$ cat src/rtl/therm_guard_pkg.sv
// Package: shared register offsets and select type for the thermal guard.
// Assumes byte addressing with word-aligned registers.
package therm_guard_pkg;
    localparam int OFS_LIMIT = 'h00;
    localparam int OFS_SLOPE = 'h04;
    localparam int OFS_LOCK  = 'h08;
    localparam int OFS_CTRL  = 'h0C;
    localparam int OFS_TEMP  = 'h10;
    localparam int EN_BIT    = 1;

    typedef enum logic [2:0] {
        SEL_NONE,
        SEL_LIMIT,
        SEL_SLOPE,
        SEL_LOCK,
        SEL_CTRL,
        SEL_TEMP
    } reg_sel_e;
endpackage

$ cat src/rtl/therm_convert.sv
// Converts a raw sample to degrees: raw * slope >> FRAC_SH, saturated to
// TEMP_W bits. Result registered on each valid strobe, held otherwise.
module therm_convert #(
    parameter int DATA_W  = 32,
    parameter int TEMP_W  = 8,
    parameter int FRAC_SH = 4
) (
    input  logic              clk,
    input  logic              rst_n,
    input  logic              smp_valid,
    input  logic [TEMP_W-1:0] smp_raw,
    input  logic [DATA_W-1:0] slope,
    output logic [TEMP_W-1:0] cur_temp
);
    localparam int PROD_W = DATA_W + TEMP_W;

    logic [PROD_W-1:0] prod;
    logic [PROD_W-1:0] scaled;
    logic [TEMP_W-1:0] sat_val;

    // Scale the sample and clamp to the temperature range.
    always_comb begin
        prod    = {{DATA_W{1'b0}}, smp_raw} * {{TEMP_W{1'b0}}, slope};
        scaled  = prod >> FRAC_SH;
        sat_val = (|scaled[PROD_W-1:TEMP_W]) ? {TEMP_W{1'b1}} : scaled[TEMP_W-1:0];
    end

    // Capture the converted value when a sample arrives.
    always_ff @(posedge clk) begin
        if (!rst_n)         cur_temp <= '0;
        else if (smp_valid) cur_temp <= sat_val;
    end


    temp_hold_chk: assert property (@(posedge clk) disable iff (!rst_n)
        !smp_valid |=> $stable(cur_temp));
endmodule

$ cat src/rtl/therm_trip.sv
// Sticky shutdown request: set when temperature is strictly above the
// limit with the enable set; cleared only by reset.
module therm_trip #(
    parameter int TEMP_W = 8
) (
    input  logic              clk,
    input  logic              rst_n,
    input  logic [TEMP_W-1:0] cur_temp,
    input  logic [TEMP_W-1:0] limit,
    input  logic              trip_en,
    output logic              shutdown
);
    logic over;

    // Strict over-limit detection gated by the enable.
    always_comb over = trip_en && (cur_temp > limit);

    // Latch the request until reset.
    always_ff @(posedge clk) begin
        if (!rst_n)    shutdown <= 1'b0;
        else if (over) shutdown <= 1'b1;
    end


    trip_sticky_chk: assert property (@(posedge clk) disable iff (!rst_n)
        shutdown |=> shutdown);

    trip_cause_chk: assert property (@(posedge clk) disable iff (!rst_n)
        $rose(shutdown) |-> $past(trip_en && (cur_temp > limit)));

    trip_miss_chk: assert property (@(posedge clk) disable iff (!rst_n)
        (trip_en && (cur_temp > limit)) |=> shutdown);
endmodule

$ cat src/rtl/therm_ctrl_regs.sv
// Control register file: limit, slope, lock and shutdown enable, plus the
// read mux. The lock is write-1-to-set and freezes every detection and
// response control. Assumes one bus access per cycle.
module therm_ctrl_regs
    import therm_guard_pkg::*;
#(
    parameter int DATA_W    = 32,
    parameter int ADDR_W    = 8,
    parameter int TEMP_W    = 8,
    parameter int LIMIT_RST = 125,
    parameter int SLOPE_RST = 25
) (
    input  logic              clk,
    input  logic              rst_n,
    input  logic [ADDR_W-1:0] bus_addr,
    input  logic              bus_we,
    input  logic [DATA_W-1:0] bus_wdata,
    output logic [DATA_W-1:0] bus_rdata,
    input  logic [TEMP_W-1:0] cur_temp,
    output logic [TEMP_W-1:0] limit,
    output logic [DATA_W-1:0] slope,
    output logic              trip_en
);
    reg_sel_e sel;
    logic     lock_q;
    logic     open_wr;

    // Decode the offset into a register select.
    always_comb begin
        unique case (bus_addr)
            ADDR_W'(OFS_LIMIT): sel = SEL_LIMIT;
            ADDR_W'(OFS_SLOPE): sel = SEL_SLOPE;
            ADDR_W'(OFS_LOCK):  sel = SEL_LOCK;
            ADDR_W'(OFS_CTRL):  sel = SEL_CTRL;
            ADDR_W'(OFS_TEMP):  sel = SEL_TEMP;
            default:            sel = SEL_NONE;
        endcase
    end

    // Writes to guarded controls are allowed only while unlocked.
    always_comb open_wr = bus_we && !lock_q;

    // Guarded control registers.
    always_ff @(posedge clk) begin
        if (!rst_n) begin
            limit   <= TEMP_W'(LIMIT_RST);
            slope   <= DATA_W'(SLOPE_RST);
            trip_en <= 1'b0;
        end else if (open_wr) begin
            if (sel == SEL_LIMIT) limit   <= bus_wdata[TEMP_W-1:0];
            if (sel == SEL_SLOPE) slope   <= bus_wdata;
            if (sel == SEL_CTRL)  trip_en <= bus_wdata[EN_BIT];
        end
    end

    // Write-once lock; only reset clears it.
    always_ff @(posedge clk) begin
        if (!rst_n)                                       lock_q <= 1'b0;
        else if (bus_we && sel == SEL_LOCK && bus_wdata[0]) lock_q <= 1'b1;
    end

    // Read mux with reserved bits forced to zero.
    always_comb begin
        bus_rdata = '0;
        case (sel)
            SEL_LIMIT: bus_rdata[TEMP_W-1:0] = limit;
            SEL_SLOPE: bus_rdata             = slope;
            SEL_LOCK:  bus_rdata[0]          = lock_q;
            SEL_CTRL:  bus_rdata[EN_BIT]     = trip_en;
            SEL_TEMP:  bus_rdata[TEMP_W-1:0] = cur_temp;
            default:   bus_rdata             = '0;
        endcase
    end


    lock_sticky_chk: assert property (@(posedge clk) disable iff (!rst_n)
        lock_q |=> lock_q);

    lock_freeze_chk: assert property (@(posedge clk) disable iff (!rst_n)
        lock_q |=> ($stable(limit) && $stable(slope) && $stable(trip_en)));

    lock_set_chk: assert property (@(posedge clk) disable iff (!rst_n)
        $rose(lock_q) |-> $past(bus_we && bus_addr == ADDR_W'(OFS_LOCK) && bus_wdata[0]));
endmodule

$ cat src/rtl/therm_guard_top.sv
// Top of the lockable thermal guard: register file, sample conversion and
// sticky trip. The analog sensor and power sequencing sit outside.
module therm_guard_top #(
    parameter int DATA_W    = 32,
    parameter int ADDR_W    = 8,
    parameter int TEMP_W    = 8,
    parameter int FRAC_SH   = 4,
    parameter int LIMIT_RST = 125,
    parameter int SLOPE_RST = 25
) (
    input  logic              clk,
    input  logic              rst_n,
    input  logic [ADDR_W-1:0] bus_addr,
    input  logic              bus_we,
    input  logic [DATA_W-1:0] bus_wdata,
    output logic [DATA_W-1:0] bus_rdata,
    input  logic              smp_valid,
    input  logic [TEMP_W-1:0] smp_raw,
    output logic              shutdown_o
);
    logic [TEMP_W-1:0] cur_temp;
    logic [TEMP_W-1:0] limit;
    logic [DATA_W-1:0] slope;
    logic              trip_en;

    therm_ctrl_regs #(
        .DATA_W(DATA_W), .ADDR_W(ADDR_W), .TEMP_W(TEMP_W),
        .LIMIT_RST(LIMIT_RST), .SLOPE_RST(SLOPE_RST)
    ) u_regs (
        .clk(clk), .rst_n(rst_n),
        .bus_addr(bus_addr), .bus_we(bus_we),
        .bus_wdata(bus_wdata), .bus_rdata(bus_rdata),
        .cur_temp(cur_temp), .limit(limit),
        .slope(slope), .trip_en(trip_en)
    );

    therm_convert #(
        .DATA_W(DATA_W), .TEMP_W(TEMP_W), .FRAC_SH(FRAC_SH)
    ) u_conv (
        .clk(clk), .rst_n(rst_n),
        .smp_valid(smp_valid), .smp_raw(smp_raw),
        .slope(slope), .cur_temp(cur_temp)
    );

    therm_trip #(
        .TEMP_W(TEMP_W)
    ) u_trip (
        .clk(clk), .rst_n(rst_n),
        .cur_temp(cur_temp), .limit(limit),
        .trip_en(trip_en), .shutdown(shutdown_o)
    );
endmodule

$ cat config.mk
export PLATFORM = sky130hd
export DESIGN_NAME = therm_guard_top
export DESIGN_NICKNAME = d
export VERILOG_FILES = /design/src/rtl/therm_guard_pkg.sv /design/src/rtl/therm_convert.sv /design/src/rtl/therm_trip.sv /design/src/rtl/therm_ctrl_regs.sv /design/src/rtl/therm_guard_top.sv
export SDC_FILE = /design/constraint.sdc
export NUM_CORES = 1
export LEC_CHECK = 0
export CORE_AREA = 5 5 152 154
export CTS_CLUSTER_DIAMETER = 80
export DETAILED_ROUTE_END_ITERATION = 12
export DIE_AREA = 0 0 157 159
export DONT_BUFFER_PORTS = 1
export PLACE_DENSITY = 0.66
export REMOVE_ABC_BUFFERS = 1
export SYNTH_ARGS = -nofsm -noshare
export SYNTH_HDL_FRONTEND = slang
export SYNTH_SLANG_ARGS = --single-unit
$ cat constraint.sdc
create_clock -name clk -period 6.15 [get_ports clk]
set_input_delay 0.615 -clock clk [delete_from_list [all_inputs] [get_ports clk]]
set_output_delay 0.615 -clock clk [all_outputs]
set_load 0.02 [all_outputs]
Word-level counts from Yosys, hierarchy flattened
Cells that the tools add are included.
{"block": "totals", "register_bits": 51, "latchBits": 0, "ramBits": 0, "romBits": 0, "inputBits": 52, "wordCells": 33, "memories": 0}
{"block": "op_classes", "addsub": 0, "n_mul": 1, "n_div": 0, "order_cmp": 1, "n_eq_ne": 9, "shift": 0, "mux": 6, "bitwise": 0, "reduce_logical": 10}
{"operator": "$mul A8 B32 Y40", "n": 1}
{"operator": "$reduce_or A28 Y1", "n": 1}
{"operator": "$mux W24", "n": 1}
{"operator": "$pmux W6 S3", "n": 1}
{"operator": "$eq A8 B4 Y1 const B", "n": 2}
{"operator": "$pmux W3 S5", "n": 1}
{"operator": "$eq A8 B3 Y1 const B", "n": 1}
{"operator": "$eq A8 B5 Y1 const B", "n": 1}
{"operator": "$gt A8 B8 Y1", "n": 1}
{"operator": "$logic_not A8 Y1", "n": 1}
{"operator": "$mux W8", "n": 1}
{"operator": "$pmux W1 S4", "n": 2}
{"operator": "$eq A3 B2 Y1 const B", "n": 2}
{"operator": "$eq A3 B3 Y1 const B", "n": 2}
{"operator": "$reduce_and A2 Y1", "n": 3}
{"operator": "$logic_and A1 B1 Y1", "n": 4}
{"operator": "$eq A3 B1 Y1 const B", "n": 1}
{"operator": "$logic_not A1 Y1", "n": 1}

Depth between registers and ports, before layout
{"block": "logic_depth", "depth_word": 5, "depth_mapped": 21, "depth_no_buf": 19}

Hierarchy
From an unflattened synthesis, not the netlist that was laid out.
{"block": "hier_totals", "hier_cells": 1286, "hier_area_um2": 10846.7}
{"mod": "therm_convert", "instances": 1, "cells_each": 1014, "area_each_um2": 8479.4}
{"mod": "therm_ctrl_regs", "instances": 1, "cells_each": 242, "area_each_um2": 2128.3}
{"mod": "therm_trip", "instances": 1, "cells_each": 30, "area_each_um2": 239.0}

Least setup slack after synthesis
OpenSTA, ideal clock, no wires.
{"block": "synth_timing", "kind": "input -> register", "start": "input smp_raw[2]", "end": "register u_conv.cur_temp[0]", "setup_ps": 137, "arrival_ps": 5478, "slack_ps": 535, "path_stages": 20, "path_cell_list": "clkbuf_1 nand2_1 fa_1 inv_1 fa_1 fa_1 inv_1 fa_1 inv_1 ha_1 buf_2 a21oi_2 o21ai_1 a221oi_2 o311ai_4 or2_0 a2111oi_2 nand4_1 nor4_4 a21oi_1"}
{"block": "synth_between", "elab_chain_len": 3}
{"element": "start: declaration", "line_no": "therm_guard_top.sv:18", "text": "input logic [TEMP_W-1:0] smp_raw,"}
{"element": "$mul A8 B32 Y40 *", "line_no": "therm_convert.sv:23", "text": "prod = {{DATA_W{1'b0}}, smp_raw} * {{TEMP_W{1'b0}}, slope};"}
{"element": "$reduce_or A28 Y1", "line_no": "therm_convert.sv:25", "text": "sat_val = (|scaled[PROD_W-1:TEMP_W]) ? {TEMP_W{1'b1}} : scaled[TEMP_W-1:0];"}
{"element": "$mux W8 *", "line_no": "therm_convert.sv:25"}
{"element": "end signal: assignment", "line_no": "therm_convert.sv:31", "text": "else if (smp_valid) cur_temp <= sat_val;"}
{"element": "end: declaration", "line_no": "therm_convert.sv:13", "text": "output logic [TEMP_W-1:0] cur_temp"}
Mark *: on every way between the ends. The rest lies on a longest branch, timed or not.
A chain may end at the register's enable or synchronous reset.

Final worst setup path
{"block": "layout_timing", "start": "register u_regs.slope[7]", "end": "register u_conv.cur_temp[4]"}
{"block": "layout_between", "elab_chain_len": 3}
{"element": "start: declaration", "line_no": "therm_ctrl_regs.sv:21", "text": "output logic [DATA_W-1:0] slope,"}
{"element": "start signal: assignment", "line_no": "therm_ctrl_regs.sv:47", "text": "slope <= DATA_W'(SLOPE_RST);"}
{"element": "start signal: assignment", "line_no": "therm_ctrl_regs.sv:51", "text": "if (sel == SEL_SLOPE) slope <= bus_wdata;"}
{"element": "$mul A8 B32 Y40 *", "line_no": "therm_convert.sv:23"}
{"element": "$reduce_or A28 Y1", "line_no": "therm_convert.sv:25"}
{"element": "$mux W8 *", "line_no": "therm_convert.sv:25"}
Marked as above.

==> impl_metrics.toml <==
[place]
gp_congestion = 0.877
place_area_mm2 = 0.0107
numPortBuffers = 0
dp_hpwl_mm = 21.2

[yosys]
ys_seq_area_frac = 0.0961
synthCells = 1301
ys_types = 72
ys.flop_type = "dfxtp_1"
synthTopCellsByArea = "fa_1 (34%), nand2_1 (9.8%), dfxtp_1 (9.6%)"
yosysTopAreaCell = "fa_1"
syn-cell-area_mm2 = 0.0106
synth_edf_count = 0
synth_top_area_frac = 0.339
yosysWarningCount = 0
synth.avg_cell_area_um2 = 8.16
async_flop_share = 0
synth-seq-cells = 51

[grt]
grt_max_degree = 52
grt_pass1_vias = 9041
grt_usage = 0.221
use_met3 = 0.0381
grt_pass1_wl_mm = 45.6
grt_busiest_layer = "met2"
grt_overflow = 0
met1_usage = 0.290
grtUsageMet2 = 0.380
antenna_found_initial = 0

[timing]
hold_ws_ns = 0.413
finalHoldViolCount = 0
slew_headroom = 0.315
rsz0062_at_grt = "no"
skew_ns = 0.00503
layout_min_cycle_time_ns = 5.83
max_freq_ghz = 0.171
worst_pin_slew_ns = 1.02
drv_slew = 0
setup_viol = 0
finalCritPeriodShare = 0.949
fin_tns_setup_ns = 0

[power]
leakage_nw = 4.25
p_per_area_mw_per_mm2 = 87.4
irDropWorstVdd_mv = 0.0965
finalPower_mw = 0.947

[flow_run]
cap_viol_max_count = 0

[clock_tree]
cts_made_buffers = 5
cts_tree = "yes"
hold_buffers = 0
clk_path_buf_depth = 2
clk_pin_slew_ns = 0.08
htreeDepth = 2
post_cts_buffers = 0
clk_latency_ns = 0.30
cts_resized = 0
cts-root-buf = "clkbuf_16"
cts_sinks = 51

[route]
wirelength_mm = 26.9
antenna_left = 0
viasPerCell = 5.69
drt-pass1-iter-count = 5
dr_total_vias = 8591
wl_per_cell_um = 17.8
drc = 0
drtIter0Drc = 508

[worst_setup_path]
crit_arrival_ns = 6.01
worstPathRequired_ns = 6.32
path_class = "register to register"
cp-start-kind = "register"
path_max_fanout = 10
crit_path_end_kind = "register"

[floorplan]
dieHeight_um = 159
fp.coreArea_mm2 = 0.0216
die_x_um = 157
io-pin-count = 85
start_util = 0.493
num_rows = 54
die_area_mm2 = 0.0250

[layout]
drive_gt1_frac = 0.0366
layout.nets = 1525
fin_area_mm2 = 0.0108
area_growth_syn_to_layout_pct = 2.10

[worst_hold_path]
hold_class = "primary input to register"

[outcome]
status = "complete, no violations"
==> layout by cell type (no fill, tap or decap), drive strengths merged, types with 6 or more instances in the layout <==
cell type,instances
nand2,278
fa,180
inv,166
and2,123
ha,65
dfxtp,51
a21oi,50
a21boi,33
nor2,31
o21ai,30
nor3,19
nand4,17
nand3,16
o21a,16
xnor2,13
nor4,11
or3,9
o211ai,9
a21o,9
nor2b,7
a222oi,6
buf,6
==> metal layers <==
metal	share of wire	vias up
li1	-	4022
met1	0.43	4301
met2	0.49	222
met3	0.056	46
met4	0.025	0
met5	0	-
==> critical path: stages (launching register included) <==
cell      delay, ns
dfxtp_1        0.57
nand2_1        0.13
fa_1           0.51
inv_1          0.06
fa_1           0.52
fa_1           0.51
inv_1          0.05
fa_1           0.48
inv_1          0.05
ha_1           0.39
a21oi_2        0.26
o21ai_1        0.20
a311o_1        0.33
o21a_1         0.21
or4_1          0.47
o211ai_1       0.12
nand4_1        0.22
nor4_4         0.49
a21oi_1        0.12
==> power breakdown <==
group	switching (mW)	internal, mW
clock	0.152	0.194
sequential	0.0208	0.340
combinational	0.136	0.104
==> cell families after synthesis <==
kind of cell,Yosys count,synth area share
AO/OA/AOI/OAI,201,0.137
XOR/XNOR,17,0.0140
adder cells (fa/ha/maj),245,0.416
buffers and inverters,251,0.0917
flip-flops,51,0.0961
multiplexers,5,0.00483
AND/OR/NAND/NOR,531,0.241
==> layout make-up <==
class | count | area [µm²]
Fill cell | 2111 | 10700
Clock buffer | 5 | 125
Tap cell | 280 | 350
Clock inverter | 3 | 46.3
Multi-Input combinational cell | 999 | 8630
Inverter | 165 | 619
Sequential cell | 51 | 1020
Antenna cell | 1 | 2.50
Timing Repair Buffer | 6 | 45.0
==> path summary, 6_finish.rpt <==
path	startpoint	end	slack (ns)	cells after the start
min	rst_n	u_regs.limit[0]$_SDFFE_PN1P_	0.41	1
max reg2reg	u_regs.slope[7]$_SDFFE_PN0P_	u_conv.cur_temp[4]$_SDFFE_PN0P_	0.32	18
max	u_regs.slope[7]$_SDFFE_PN0P_	u_conv.cur_temp[4]$_SDFFE_PN0P_	0.32	18
min reg2reg	u_regs.limit[7]$_SDFFE_PN0P_	u_regs.limit[7]$_SDFFE_PN0P_	0.49	2
==> state kept, by name, indices dropped and copies added, names as in the netlist <==
name and cells:
u_regs.trip_en 1, u_regs.limit 8, u_regs.lock_q 1, u_regs.slope 32, u_conv.cur_temp 8, u_trip.shutdown 1
==> cells in the mapped netlist (6+ instances only) <==
master / number
nand2_1: 278
fa_1: 180
inv_1: 165
and2_1: 118
clkbuf_1: 66
ha_1: 65
dfxtp_1: 51
a21oi_1: 47
nor2_1: 31
a21boi_0: 30
o21ai_0: 28
nor3_1: 19
nand3_1: 16
nand4_1: 16
o21a_1: 16
buf_2: 14
xnor2_1: 13
nor4_1: 10
or3_1: 9
a21o_1: 8
o211ai_1: 8
nor2b_1: 7
a222oi_1: 6
==> through the flow <==
stage,setup slack (ns),instances,util
finish,0.317,1510,0.503
CTS,0.299,1509,0.503
global route,0.0471,1509,0.503
detailed placement,0.369,1501,0.495
global placement,0.433,1501,0.495
floorplan,0.858,1215,-
(Power assumes the default switching activity.)
